File: src/rtl/wp_pkg.sv
package wp_pkg;
   // status word layout
   localparam int STAT_FLAG_BIT = 0;
   localparam int STAT_SRC_LSB  = 8;
   // mode word layout
   localparam int MODE_EN_BIT   = 0;
   localparam int MODE_KEY_LSB  = 8;
endpackage

File: src/rtl/wp_decode.sv
module wp_decode #(
   parameter int                ADDR_W    = 4,
   parameter int                NUM_REGS  = 8,
   parameter logic [NUM_REGS-1:0] PROT_MASK = '0
) (
   input  logic [ADDR_W-1:0]   addr,
   output logic [NUM_REGS-1:0] tgt_hit,
   output logic                hit_mode,
   output logic                hit_stat,
   output logic                hit_prot
);
   localparam logic [ADDR_W-1:0] MODE_IDX = ADDR_W'(NUM_REGS);
   localparam logic [ADDR_W-1:0] STAT_IDX = ADDR_W'(NUM_REGS + 1);

   for (genvar g = 0; g < NUM_REGS; g++) begin : g_hit
      assign tgt_hit[g] = (addr == ADDR_W'(g));
   end

   assign hit_mode = (addr == MODE_IDX);
   assign hit_stat = (addr == STAT_IDX);
   assign hit_prot = |(tgt_hit & PROT_MASK);
endmodule

File: src/rtl/wp_mode.sv
module wp_mode #(
   parameter int             KEY_W  = 24,
   parameter logic [KEY_W-1:0] KEY  = '0,
   parameter bit             EN_RST = 1'b0
) (
   input  logic             clk,
   input  logic             rst_n,
   input  logic             wr,
   input  logic [KEY_W-1:0] key_in,
   input  logic             en_in,
   output logic             en
);
   logic key_ok;
   assign key_ok = (key_in == KEY);

   always_ff @(posedge clk or negedge rst_n) begin
      if (!rst_n)            en <= EN_RST;
      else if (wr && key_ok) en <= en_in;
   end
endmodule

File: src/rtl/wp_status.sv
module wp_status #(
   parameter int ADDR_W = 4
) (
   input  logic              clk,
   input  logic              rst_n,
   input  logic              viol,
   input  logic              rd_clr,
   input  logic [ADDR_W-1:0] viol_addr,
   output logic              flag,
   output logic [ADDR_W-1:0] src
);
   // a new violation wins over a clearing read in the same cycle
   always_ff @(posedge clk or negedge rst_n) begin
      if (!rst_n) begin
         flag <= 1'b0;
         src  <= '0;
      end else if (viol) begin
         flag <= 1'b1;
         src  <= viol_addr;
      end else if (rd_clr) begin
         flag <= 1'b0;
      end
   end
endmodule

File: src/rtl/wp_guard.sv
module wp_guard #(
   parameter int                  ADDR_W    = 4,
   parameter int                  DATA_W    = 32,
   parameter int                  NUM_REGS  = 8,
   parameter logic [NUM_REGS-1:0] PROT_MASK = 8'h3C,
   parameter int                  KEY_W     = 24,
   parameter logic [KEY_W-1:0]    KEY       = 24'hA5C3E1,
   parameter bit                  EN_RST    = 1'b0
) (
   input  logic                clk,
   input  logic                rst_n,
   input  logic [ADDR_W-1:0]   wr_addr,
   input  logic [DATA_W-1:0]   wr_data,
   input  logic                wr_stb,
   input  logic [ADDR_W-1:0]   rd_addr,
   input  logic                rd_stb,
   output logic [DATA_W-1:0]   rd_data,
   output logic [NUM_REGS-1:0] reg_we,
   output logic [DATA_W-1:0]   tgt_data
);
   import wp_pkg::*;

   localparam logic [ADDR_W-1:0] MODE_IDX = ADDR_W'(NUM_REGS);
   localparam logic [ADDR_W-1:0] STAT_IDX = ADDR_W'(NUM_REGS + 1);

   if (NUM_REGS < 1)
      $error("wp_guard: NUM_REGS must be at least 1");
   if (NUM_REGS + 2 > (1 << ADDR_W))
      $error("wp_guard: ADDR_W too narrow for targets plus mode and status");
   if (DATA_W < MODE_KEY_LSB + KEY_W)
      $error("wp_guard: DATA_W cannot hold the key field");
   if (DATA_W < STAT_SRC_LSB + ADDR_W)
      $error("wp_guard: DATA_W cannot hold the source field");

   logic [NUM_REGS-1:0] tgt_hit;
   logic                wr_mode, wr_stat, wr_prot;
   logic                en_q, viol, rd_clr;
   logic                viol_flag;
   logic [ADDR_W-1:0]   viol_src;
   logic [DATA_W-1:0]   rd_next;

   wp_decode #(
      .ADDR_W(ADDR_W), .NUM_REGS(NUM_REGS), .PROT_MASK(PROT_MASK)
   ) i_dec (
      .addr(wr_addr), .tgt_hit(tgt_hit), .hit_mode(wr_mode),
      .hit_stat(wr_stat), .hit_prot(wr_prot)
   );

   wp_mode #(
      .KEY_W(KEY_W), .KEY(KEY), .EN_RST(EN_RST)
   ) i_mode (
      .clk(clk), .rst_n(rst_n), .wr(wr_stb && wr_mode),
      .key_in(wr_data[MODE_KEY_LSB +: KEY_W]),
      .en_in(wr_data[MODE_EN_BIT]), .en(en_q)
   );

   assign viol   = wr_stb && en_q && wr_prot;
   assign rd_clr = rd_stb && (rd_addr == STAT_IDX);

   wp_status #(.ADDR_W(ADDR_W)) i_stat (
      .clk(clk), .rst_n(rst_n), .viol(viol), .rd_clr(rd_clr),
      .viol_addr(wr_addr), .flag(viol_flag), .src(viol_src)
   );

   // status index is local: its writes are accepted and have no effect
   logic stat_wr_unused;
   assign stat_wr_unused = wr_stat;

   assign reg_we   = (wr_stb && !viol) ? tgt_hit : '0;
   assign tgt_data = wr_data;

   always_comb begin
      rd_next = '0;
      if (rd_addr == MODE_IDX) begin
         rd_next[MODE_EN_BIT] = en_q;
      end else if (rd_addr == STAT_IDX) begin
         rd_next[STAT_FLAG_BIT]              = viol_flag;
         rd_next[STAT_SRC_LSB +: ADDR_W]     = viol_src;
      end
   end

   always_ff @(posedge clk or negedge rst_n) begin
      if (!rst_n)      rd_data <= '0;
      else if (rd_stb) rd_data <= rd_next;
   end
endmodule

File: config.mk
export PLATFORM = sky130hd
export DESIGN_NAME = wp_guard
export DESIGN_NICKNAME = d
export VERILOG_FILES = /design/src/rtl/wp_pkg.sv /design/src/rtl/wp_decode.sv /design/src/rtl/wp_mode.sv /design/src/rtl/wp_status.sv /design/src/rtl/wp_guard.sv
export SDC_FILE = /design/constraint.sdc
export NUM_CORES = 1
export LEC_CHECK = 0
export ABC_CLOCK_PERIOD_IN_PS = 1950
export BUFFER_PORTS_ARGS = -buffer_cell sky130_fd_sc_hd__clkbuf_2
export CORE_MARGIN = 8
export CORE_UTILIZATION = 31
export DETAILED_ROUTE_END_ITERATION = 8
export MAX_ROUTING_LAYER = met4
export PLACE_DENSITY = 0.71
export SKIP_CTS_REPAIR_TIMING = 1
export SLEW_MARGIN = 20
export SYNTH_ARGS = -nofsm -noshare
export SYNTH_HDL_FRONTEND = slang
export SYNTH_HIERARCHICAL = 1
export SYNTH_SLANG_ARGS = --single-unit
File: constraint.sdc
create_clock -name clk -period 1.95 [get_ports clk]
set_input_delay 0.39 -clock clk [delete_from_list [all_inputs] [get_ports clk]]
set_output_delay 0.39 -clock clk [all_outputs]
set_load 0.02 [all_outputs]
* After elaboration in Yosys (flattened, before gate mapping)
Cells that the tools add are included.
Storage, ports and cells: register bits after elaboration 11, input bits 44, output and inout bits 72
Operators by class: equal/unequal tests 11, muxes and demuxes 7, reduce and logical (&&, ||, !) cells 10
Operators with widths (number):
- 24-bit equality test, second input constant | 1
- 4-bit by 3-bit equality test with 1-bit output, second input constant | 4
- 4-bit equality test, second input constant | 3
- 4-bit by 2-bit equality test with 1-bit output, second input constant | 2
- 4-bit two-way mux | 2
- 8-bit two-way mux | 1
- 1-bit logical AND | 6
- 4-bit by 1-bit equality test with 1-bit output, second input constant | 1
- 4-bit zero test | 1
- 1-bit two-way mux | 4
- 4-bit OR reduction | 1
- 2-bit nonzero test | 1
- 1-bit zero test | 1

* Depth between registers and ports, before layout
Gate-level depths: netlist (run 1).
depth in word-level cells 6, mapped depth 7

* Hierarchy
Netlist (run 1), hierarchy kept.
By module, submodules not included:
- wp_guard | instances 1, cells an instance 92, area each 750.7 um^2
- wp_status | instances 1, cells an instance 11, area each 182.7 um^2
- wp_mode | instances 1, cells an instance 11, area each 131.4 um^2
- wp_decode | instances 1, cells an instance 17, area each 90.1 um^2

* Least setup slack after synthesis (run 1)
OpenSTA, ideal clock, no wires.
path type in2out, from in wr_addr[1], to out reg_we[0], arrival 1232 ps, slack 328 ps, stages on the path 4, buffers on the path 0, cell sequence xnor2_1 nor2_1 a21boi_0 and2_1
On the way: cells in the longest elaborated chain, start to end 6, elaborated cells between the ends (all ways) 10
RTL lines:
- from (decl) | line wp_guard.sv:12 | input logic [ADDR_W-1:0] wr_addr,
- 4-bit by 2-bit equality test with 1-bit output / 4-bit by 3-bit equality test with 1-bit output (equally long branches) | line wp_decode.sv:16 | assign tgt_hit[g] = (addr == ADDR_W'(g));
- 4-bit OR reduction * | line wp_decode.sv:21 | assign hit_prot = |(tgt_hit & PROT_MASK);
- via wr_prot | line wp_guard.sv:36 | logic wr_mode, wr_stat, wr_prot;
- 1-bit logical AND * | line wp_guard.sv:57 | assign viol = wr_stb && en_q && wr_prot;
- 1-bit zero test * | line wp_guard.sv:69 | assign reg_we = (wr_stb && !viol) ? tgt_hit : '0;
- 1-bit logical AND * | line wp_guard.sv:69
- 8-bit two-way mux * | line wp_guard.sv:69
- to (decl) | line wp_guard.sv:18 | output logic [NUM_REGS-1:0] reg_we,
The timed path passes the listed nets; every way through them passes the cells marked *.

* Final worst setup path (run 1)
from in wr_addr[1], to out reg_we[3]
The elaborated chain is that of the path after synthesis.

==> run metrics, run 1 <==
status finished clean; Core ar. 0.00361 mm2; Cell Area, Synth 0.00115 mm2; first-pass GRT wire length 4700 um; clk buf depth 2; vias post-DR 902; Worst Path Buf+Inv 3; vias in the first global route 1028; Fin Hold WS 12.0 ps; final std cells w/o fill 225; CTS tree built; die width 76.9 um; P_int 433 uW; Clock Sinks 11; met3 usage 0.0373; setup ws final 132 ps; Max stage delay on crit path 180 ps; Setup crit end reg_we[3]; WL per Instance 12.6 um; PD cells 512 mW/mm2; Antenna Cells 0; M1 GR Usage 0.0948; met2 Usage GRT 0.163; CP Launch Type primary input; total power 666 uW; Critical Path RT 1560 ps; Setup crit start wr_addr[1]; H-tree depth 1; DRT Pass-1 Iters 4; mean post-synth cell area 8.85 um2; Final Hold Fails 0; endpoints failing setup 0; via/cell ratio 4.01; Overall Global Routing Usage 0.0992; worst vdd ir 0.000160 V; Critical Path AT 1430 ps; Clock Skews 0.781 ps; Fillers 395; initial core utilization 0.319; Yosys warnings 6; clock slew at reported path FFs 50 ps; Design Area, Final 0.00130 mm2; Multi-input gate area 518 um2; synthesized instance count 130; Setup Crit Path Kind primary input to output pin; Pleak 0.744 nW; Net Switching 233 uW; Buffers on Ports 74; largest net degree at the start of global routing 12; max-slew violation count 0; fin crit share 0.932; unrepaired setup endpoints after global routing false; clock share of power 0.349; Die Y 76.9 um; fin util 0.361; drt total wl 2830 um; Num CTS Buffers 3; Final Critical Period 1820 ps; dpl hpwl 2540 um; R2R Path Start i_mode/en; Hold Path Class primary input to async pin; GRT Max-Usage Layer met2; Crit-path slowest cell xnor2_1; Top cell by count, worst path clkbuf_2; Max Cap Viol 0; CP Capture Type output pin; worst path cell trace clkbuf_2 > xnor2_1 > nor2_1 > a21boi_0 > buf_4 > and2_1 > clkbuf_2; die area 0.00592 mm2; initial antenna violation count 0; combinational share of power 0.307; RR Endpoint i_stat/src[2]; Area growth syn-to-layout 12.9%; Clock Latency Late Sink 240 ps; share of cells above drive strength 1 0.514; global placement routability congestion 0.742; Final TNS setup 0 ps; Max Fclk 0.550 GHz; clock root buffer clkbuf_8; sequential share of power 0.343; Placed Instances 221; total gr overflow 0; DRC errors left 0; reg2reg path depth 2; First DRT Iteration DRCs 32; FF/Latch Area 275 um2; I/O pin cnt 116; Site Rows 22; Routed Antenna Nets 0; r2r setup slk 790 ps; placement-stage worst setup slack 89.3 ps; CP Max Fanout 8; Placement Cell Area 0.00125 mm2; Switching Share 0.350; Nets 222; stages on the worst setup path 7; crit-path leading delay family buffers and inverters
placed cells by master (no fill, tap or decap), drive strengths merged:
cell type / count
conb: 27
xnor2: 1
or3b: 1
mux2: 5
clkbuf: 77
and4bb: 1
nand3: 4
nor2: 5
dfrtp: 11
nand2b: 5
mux2i: 1
and3: 1
nand4: 1
inv: 2
nand4bb: 1
o2bb2ai: 4
o31ai: 1
buf: 3
and2: 9
nand3b: 1
clkinv: 1
nor4: 1
a21boi: 1
a21o: 1
nand2: 2
nand4b: 2
nor4b: 1
nor3: 7
routing by layer:
layer,part of all wire,up-vias,wire length (um)
met5,0,-,0
met4,0.025,0,72
met3,0.091,7,256
met2,0.49,55,1380
met1,0.39,391,1110
li1,-,449,-
layout make-up:
cell class | instances | area share
clock buffers | 3 | 0.0318
clock inverters | 1 | 0.00385
inverters | 2 | 0.00577
multi-input cells | 83 | 0.398
flip-flops and latches | 11 | 0.212
well taps | 48 | 0.0462
repair buffers | 77 | 0.302
worst min-delay path by stage:
stage                     depth (start not counted)  slack [ps]         end
final                                             1          10  rd_data[9]
after global routing                              1          30  rd_data[8]
after CTS                                         1          20  rd_data[9]
after detailed placement                          1         290  rd_data[8]
after global placement                            1         280  rd_data[9]
after floorplan                                   0          90   i_mode/en
registers in the layout, summed over array words and instances, names as in the netlist:
| register | cells |
|---|---|
| rd_data | 5 |
| i_stat/src | 4 |
| i_mode/en | 1 |
| i_stat/flag | 1 |
power by group through the flow:
stage          sequential [mW]  combinational (mW)  clock (mW)
3_5_place_dp             0.232               0.205           0
6_report                 0.229               0.205       0.232
2_1_floorplan            0.232               0.211           0
5_1_grt                  0.228               0.222       0.260
3_3_place_gp             0.232               0.204           0
4_1_cts                  0.228               0.205       0.244
(Power assumes the default switching activity.)
==> run 2, diff against run 1 <==
- CORE_ASPECT_RATIO: unset -> 1.75
- CTS_BUF_LIST: unset -> sky130_fd_sc_hd__clkbuf_4 sky130_fd_sc_hd__clkbuf_8 sky130_fd_sc_hd__clkbuf_16
==> run 2 against run 1 <==
  * Sequential cell count is the same
  * Sequential share of layout area grew 0.16 points
  * Cell count shrank 1.3%
  * Core utilization shrank 0.14 points
  * Clock-buffer cell count is the same
  * Via count grew 3.5%
  * Maximum frequency grew 1.9%
  * Global-route usage shrank 0.32 points
  * Worst hold slack gained 5.2 ps
  * Non-clock buffer count shrank 1
  * Combinational power is essentially flat
  * Critical path type unchanged
  * Critical endpoint is now reg_we[2]
==> run metrics, run 2 (synthesis gave the netlist of run 1 again) <==
Antenna Cells 0 (unchanged); drt total wl 3000 um (was 2830 um); Setup Crit Path Kind primary input to output pin (unchanged); die width 62.1 um (was 76.9 um); Top cell by count, worst path clkbuf_2 (unchanged); I/O pin cnt 116 (unchanged); Multi-input gate area 518 um2 (unchanged); total gr overflow 0 (unchanged); met3 WL 406 um (was 256 um); Routed Antenna Nets 0 (unchanged); Clock Skews 2.11 ps (was 0.781 ps); Hold Path Class primary input to async pin (unchanged); Crit-path slowest cell xnor2_1 (unchanged); DRC errors left 0 (unchanged); Max Cap Viol 0 (unchanged); dpl hpwl 2750 um (was 2540 um); CP Capture Type output pin (unchanged); WL per Instance 13.5 um (was 12.6 um); Max stage delay on crit path 170 ps (was 180 ps); Critical Path RT 1560 ps (about the same); worst vdd ir 0.000375 V (was 0.000160 V); Design Area, Final 0.00129 mm2 (was 0.00130 mm2); initial antenna violation count 0 (unchanged); Clock Sinks 11 (unchanged); crit-path leading delay family buffers and inverters (unchanged); PD cells 511 mW/mm2 (was 512 mW/mm2); Fillers 395 (unchanged); Critical Path AT 1390 ps (was 1430 ps); Pleak 0.739 nW (was 0.744 nW); vias in the first global route 1019 (was 1028); via/cell ratio 4.21 (was 4.01); fin crit share 0.915 (was 0.932); Core ar. 0.00359 mm2 (was 0.00361 mm2); clock root buffer clkbuf_8 (unchanged); Max Fclk 0.560 GHz (was 0.550 GHz); Top Metal Used met4 (unchanged); unrepaired setup endpoints after global routing false (unchanged); die area 0.00600 mm2 (was 0.00592 mm2); worst path cell trace clkbuf_2 > xnor2_1 > nor2_1 > a21boi_0 > buf_4 > and2_1 > clkbuf_2 (unchanged); Buffers on Ports 74 (unchanged); most frequent cells in the layout 74 x clkbuf_2, 27 x conb_1, 11 x dfrtp_1 (unchanged); DRT Pass-1 Iters 4 (unchanged); fin util 0.359 (was 0.361); max reg flops 5 (unchanged); Die Y 96.6 um (was 76.9 um); biggest regs rd_data: 5 flops, i_stat/src: 4 flops (unchanged); Final Critical Period 1780 ps (was 1820 ps); CP Launch Type primary input (unchanged); largest net degree at the start of global routing 12 (unchanged); Area growth syn-to-layout 12.1% (was 12.9%); clk buf depth 2 (unchanged); clock slew at reported path FFs 50 ps (about the same); global placement routability congestion 0.798 (was 0.742); initial core utilization 0.320 (was 0.319); Overall Global Routing Usage 0.0960 (was 0.0992); Clock Latency Late Sink 240 ps (about the same); vias post-DR 934 (was 902); Placement Cell Area 0.00124 mm2 (was 0.00125 mm2); First DRT Iteration DRCs 15 (was 32); Nets 221 (was 222); first-pass GRT wire length 4450 um (was 4700 um); total power 659 uW (was 666 uW); H-tree depth 1 (unchanged); status finished clean (unchanged); met1 wire length 989 um (was 1110 um); Top reg by flops rd_data (unchanged); Worst Path Buf+Inv 3 (unchanged); FF/Latch Area 275 um2 (unchanged); Site Rows 29 (was 22); Num CTS Buffers 3 (unchanged); metal2 WL 1550 um (was 1380 um); Final Hold Fails 0 (unchanged); CP Max Fanout 8 (unchanged); most common cell after layout, fill and taps aside clkbuf_2 (unchanged); share of cells above drive strength 1 0.511 (was 0.514); max-slew violation count 0 (unchanged); CTS tree built (unchanged); endpoints failing setup 0 (unchanged)
[run 2: layout make-up]
cell class / instances / area share
Timing Repair Buffer: 76 / 0.299
Clock buffer: 3 / 0.0320
Sequential cell: 11 / 0.213
Inverter: 2 / 0.00582
Tap cell: 46 / 0.0446
Multi-Input combinational cell: 83 / 0.402
Clock inverter: 1 / 0.00388
[run 2: per-layer routing]
layer | vias up | global-route usage
met5 | - | -
met4 | 0 | 0.0406
met3 | 6 | 0.0186
met2 | 67 | 0.181
met1 | 419 | 0.0833
li1 | 442 | -
[run 2: path summary, 6_finish.rpt]
path / from / endpoint / slack, ps / depth (start not counted)
max: wr_addr[1] / reg_we[2] / 170 / 7
min: rst_n / rd_data[9] / 20 / 1
max reg2reg: i_mode/en / i_stat/src[2] / 810 / 2
min reg2reg: rd_data[8] / rd_data[8] / 480 / 1
max in group asynchronous: rst_n / i_mode/en / 1720 / 1
min in group clk: wr_data[0] / i_mode/en / 390 / 2
[run 2: per-stage QoR]
stage	hold WS, ps	setup WS (ps)	instances	setup TNS [ps]
2_1_floorplan	94.4	328	156	0
3_5_place_dp	284	15.7	218	0
3_3_place_gp	275	-19.7	218	-19.7
6_report	17.2	166	222	0
5_1_grt	31.0	4.67	222	0
4_1_cts	24.7	163	222	0
[run 2: report_power, final]
part | total [mW] | switching, mW | internal (mW)
clock network | 0.225 | 0.0852 | 0.140
logic | 0.205 | 0.143 | 0.0620
registers | 0.229 | 0.0000000163 | 0.229
total | 0.659 | 0.228 | 0.431
